--- config.mk ---
export PLATFORM = sky130hd
export DESIGN_NAME = svc_enable_gate
export DESIGN_NICKNAME = d
export VERILOG_FILES = /design/src/rtl/seg_pkg.sv /design/src/rtl/seg_svc_counter.sv /design/src/rtl/seg_cs_gate.sv /design/src/rtl/svc_enable_gate.sv
export SDC_FILE = /design/constraint.sdc
export NUM_CORES = 1
export LEC_CHECK = 0
export BUFFER_PORTS_ARGS = -buffer_cell sky130_fd_sc_hd__buf_2
export CAP_MARGIN = 20
export CORE_AREA = 5 5 42 44
export DETAILED_ROUTE_END_ITERATION = 8
export DIE_AREA = 0 0 47 49
export GPL_ROUTABILITY_DRIVEN = 0
export HOLD_SLACK_MARGIN = 0.1
export PLACE_DENSITY = 0.4
export SETUP_SLACK_MARGIN = 0.15
export SYNTH_ARGS = -nofsm -noshare
export SYNTH_HDL_FRONTEND = slang
export SYNTH_SLANG_ARGS = --single-unit
--- constraint.sdc ---
create_clock -name clk -period 1.6 [get_ports clk]
set_clock_uncertainty 0.2 [all_clocks]
set_input_delay 0 -clock clk [delete_from_list [all_inputs] [get_ports clk]]
set_output_delay 0 -clock clk [all_outputs]
set_load 0.005 [all_outputs]
--- src/rtl/seg_pkg.sv ---
package seg_pkg;
    localparam int unsigned SVC_TARGET_DEF = 3;
    localparam int unsigned CS_LANES_DEF   = 3;

    function automatic int unsigned cnt_bits(input int unsigned target);
        return (target < 2) ? 1 : $clog2(target + 1);
    endfunction
endpackage

--- src/rtl/seg_svc_counter.sv ---
module seg_svc_counter #(
    parameter int unsigned SVC_TARGET = seg_pkg::SVC_TARGET_DEF
) (
    input  logic clk,
    input  logic sup_rst_n,
    input  logic svc_stb,
    output logic grant
);
    localparam int unsigned CNT_W = seg_pkg::cnt_bits(SVC_TARGET);
    localparam logic [CNT_W-1:0] TGT = CNT_W'(SVC_TARGET);

    typedef struct packed {
        logic [CNT_W-1:0] cnt;
        logic             grant;
    } cnt_state_t;

    cnt_state_t st_d, st_q;

    always_comb begin
        st_d = st_q;
        if (svc_stb && (st_q.cnt != TGT)) begin
            st_d.cnt = st_q.cnt + 1'b1;
        end
        st_d.grant = (st_d.cnt == TGT);
    end

    always_ff @(posedge clk or negedge sup_rst_n) begin
        if (!sup_rst_n) begin
            st_q <= '0;
        end else begin
            st_q <= st_d;
        end
    end

    assign grant = st_q.grant;
endmodule

--- src/rtl/seg_cs_gate.sv ---
module seg_cs_gate #(
    parameter int unsigned CS_LANES = seg_pkg::CS_LANES_DEF
) (
    input  logic                en_n,
    input  logic [CS_LANES-1:0] cs_in_n,
    output logic [CS_LANES-1:0] cs_out_n
);
    for (genvar i = 0; i < CS_LANES; i++) begin : g_lane
        assign cs_out_n[i] = cs_in_n[i] | en_n;
    end
endmodule

--- src/rtl/svc_enable_gate.sv ---
module svc_enable_gate #(
    parameter int unsigned SVC_TARGET = seg_pkg::SVC_TARGET_DEF,
    parameter int unsigned CS_LANES   = seg_pkg::CS_LANES_DEF
) (
    input  logic                clk,
    input  logic                sup_rst_n,
    input  logic                svc_stb,
    input  logic [CS_LANES-1:0] cs_in_n,
    output logic                en_n,
    output logic [CS_LANES-1:0] cs_out_n
);
    logic grant;

    seg_svc_counter #(.SVC_TARGET(SVC_TARGET)) u_cnt (
        .clk       (clk),
        .sup_rst_n (sup_rst_n),
        .svc_stb   (svc_stb),
        .grant     (grant)
    );

    // reset level also gates directly so a fault needs no clock
    assign en_n = ~(grant & sup_rst_n);

    seg_cs_gate #(.CS_LANES(CS_LANES)) u_gate (
        .en_n     (en_n),
        .cs_in_n  (cs_in_n),
        .cs_out_n (cs_out_n)
    );
endmodule

==> impl_results.md <==
- Status: complete, no violations
- Critical path required time: 1.51 ns
- Rel. slew slack: 88.8%
- Hold Path Cell Cnt: 1
- Final WS setup: 0.185 ns
- Die Y-Extent: 49 um
- Root buffer cell: clkbuf_4
- Via/cell ratio: 3.64
- DRT antenna net count: 0
- Hold Path End: u_cnt.grant
- Layout cells sized above 1: 55.9%
- Number of max-cap violations: 0
- First-pass GRT wire length: 634 um
- Clk network pwr share: 26.0%
- Htree depth: 1
- Worst skew pair latency: 0.23 ns
- R2R Setup Slk: 0.18 ns
- Worst EP arrival: 1.33 ns
- Number of nets in the layout: 42
- R2R Path Start: u_cnt.st_q[1]
- Cell family with most CP delay: flip-flops
- Remaining global-route overflow: 0
- Max stage delay on crit path: 0.40 ns
- Synth Warn #: 0
- Final instance area: 335 sq um
- Max-slew violations: 0
- WL met1: 181 um
- Critical-path top delay cell: dfrtp_1
- Crit-path max FO: 3
- Row count: 14
- VDD IR max: 0.458 mV
- Seq pwr share: 28.2%
- # port buffers: 9
- # IOs: 10
- Reg2reg end: u_cnt.grant
- Internal power: 362 uW
- CTS Buf Count: 3
- Wire per inst: 9.46 um
- CTS tree: done
- Post-Syn Area per Cell: 13.0 sq um
- Met2 wire length: 217 um
- CP Capture Type: flip-flop
- Min-delay worst type: reg2reg
- Setup WS pre-CTS: 0.173 ns
- Wire length on met3: 66 um
- Iteration-0 DRC Markers: 0
- Worst-path cell chain: ha_1 > and4bb_1 > a31o_1
- Min Hold Slack: 0.352 ns
- R2R cell count: 3
- Leak: 0.155 nW
- Crit path buf inv count: 0
- Largest net degree at the start of global routing: 5
- Combinational power share: 45.8%
- Post-Syn Instances: 13
- Critical path type: reg2reg
- Switching Fraction: 27.6%
- Placed Area: 234 sq um
- Sink Count: 3
- Syn_nets: 20
- Vias in the first global route: 161
- Total Routing Usage GR: 4.59%
- Area delta synth->final: 98.5%
- Psw: 138 uW
- Cell Area, Synth: 169 sq um
- Pwr dens: 1490 nW/um^2
- Unrepaired setup endpoints after global routing: no
- Utilization after layout: 23.9%
- Seq/Total Area, Yosys: 44.4%
- HP Start: u_cnt.st_q[2]
- Final period util: 88.5%
- Placeable Area: 1400 sq um
- Die width: 47 um
- Clock slew at reported path FFs: 0.03 ns
- Initial Util: 12.1%
- Number of synthesized register bits: 3
- Max Fclk: 707 MHz
- Min Clock Period, post-route: 1.42 ns
- Vias: 182
- Initial antenna violation count: 0
- Synth cell types: 9
- Initial DRT Pass Iterations: 1
- DIE AREA: 2300 sq um
- Startpoint Class: flip-flop
- Max Buffers Root-to-Sink: 2
- Post-route DRC: 0
- Worst slew pin tran: 0.168 ns
- Inserted Diodes: 0
- Final Setup Violations: 0
- Hold Violations, Final: 0
- Setup TNS: 0 ns
- Top Layer Used: met4
- Routed WL: 473 um
[registers in the layout, summed over array words and instances (netlist names)]
| register | flops |
|---|---|
| u_cnt.grant | 1 |
| u_cnt.st_q | 2 |
[cell type report]
type,instances,area [sq um]
Multi-Input combinational cell,10,93.8
Tap cell,16,20.0
Clock buffer,4,26.3
Timing Repair Buffer,17,120
Fill cell,154,1070
Sequential cell,3,75.1
[what timing repair did]
item	CTS	global route
endpoints found under the setup margin	0	2
resized for setup	0	0
buffers inserted	0	2
hold buffers	6	0
hold endpoints to repair	9	0
[power by group through the flow]
stage	clock network (mW)	registers [mW]	logic (mW)
2_1_floorplan	0	0.137	0.135
3_3_place_gp	0	0.139	0.162
3_5_place_dp	0	0.146	0.174
4_1_cts	0.137	0.145	0.189
5_1_grt	0.145	0.142	0.253
6_report	0.130	0.141	0.229
[metrics by stage]
step,std cells,power (mW)
2_1_floorplan,13,0.271
6_report,50,0.500
4_1_cts,48,0.471
3_5_place_dp,38,0.320
3_3_place_gp,38,0.302
5_1_grt,50,0.541
[Yosys cell counts (all sizes together)]
master,n,area share [%]
dfrtp,3,44
ha,1,7.4
mux2,1,8.9
and4bb,1,7.4
nand2b,1,8.1
xnor2,1,5.2
a31o,1,5.2
or2,3,11
nand2,1,2.2
[worst max-delay path by stage]
| stage | endpoint | slack, ns | cells after the start | startpoint |
|---|---|---|---|---|
| 2_1_floorplan | u_cnt.grant | 0.23 | 3 | u_cnt.st_q[1] |
| 3_3_place_gp | u_cnt.grant | 0.22 | 3 | u_cnt.st_q[1] |
| 3_5_place_dp | u_cnt.grant | 0.17 | 3 | u_cnt.st_q[1] |
| 4_1_cts | u_cnt.grant | 0.16 | 3 | u_cnt.st_q[1] |
| 5_1_grt | u_cnt.grant | 0.16 | 3 | u_cnt.st_q[1] |
| 6_report | u_cnt.grant | 0.18 | 3 | u_cnt.st_q[1] |
[logic make-up (layout without fill, tap and decap cells)]
group	count (synthesis)	after routing	synth area share, %
AOI/OAI and AO/OA	1	1	5.19
xor gates and xnor gates	1	1	5.19
adders and majority gates	1	1	7.41
buffers and inverters	0	21	0
DFF	3	3	44.4
muxes	1	1	8.89
and+or+nand+nor	6	6	28.9
[per-layer routing]
layer | track usage [%] | up-vias
met1 | 3.10 | 82
met5 | 0 | -
met4 | 5.53 | 0
met2 | 6.11 | 10
met3 | 4.43 | 2
li1 | - | 88
[cells in the final DEF, fill, tap and decap left out]
cell type	instances
or2_2	3
xnor2_1	1
dfrtp_1	3
mux2_4	1
buf_4	2
and4bb_1	1
dlygate4sd3_1	6
a31o_1	1
clkbuf_4	3
nand2b_4	1
buf_2	9
nand2_1	1
clkbuf_1	1
ha_1	1
Note: power is estimated with default switching activity, not from simulation.
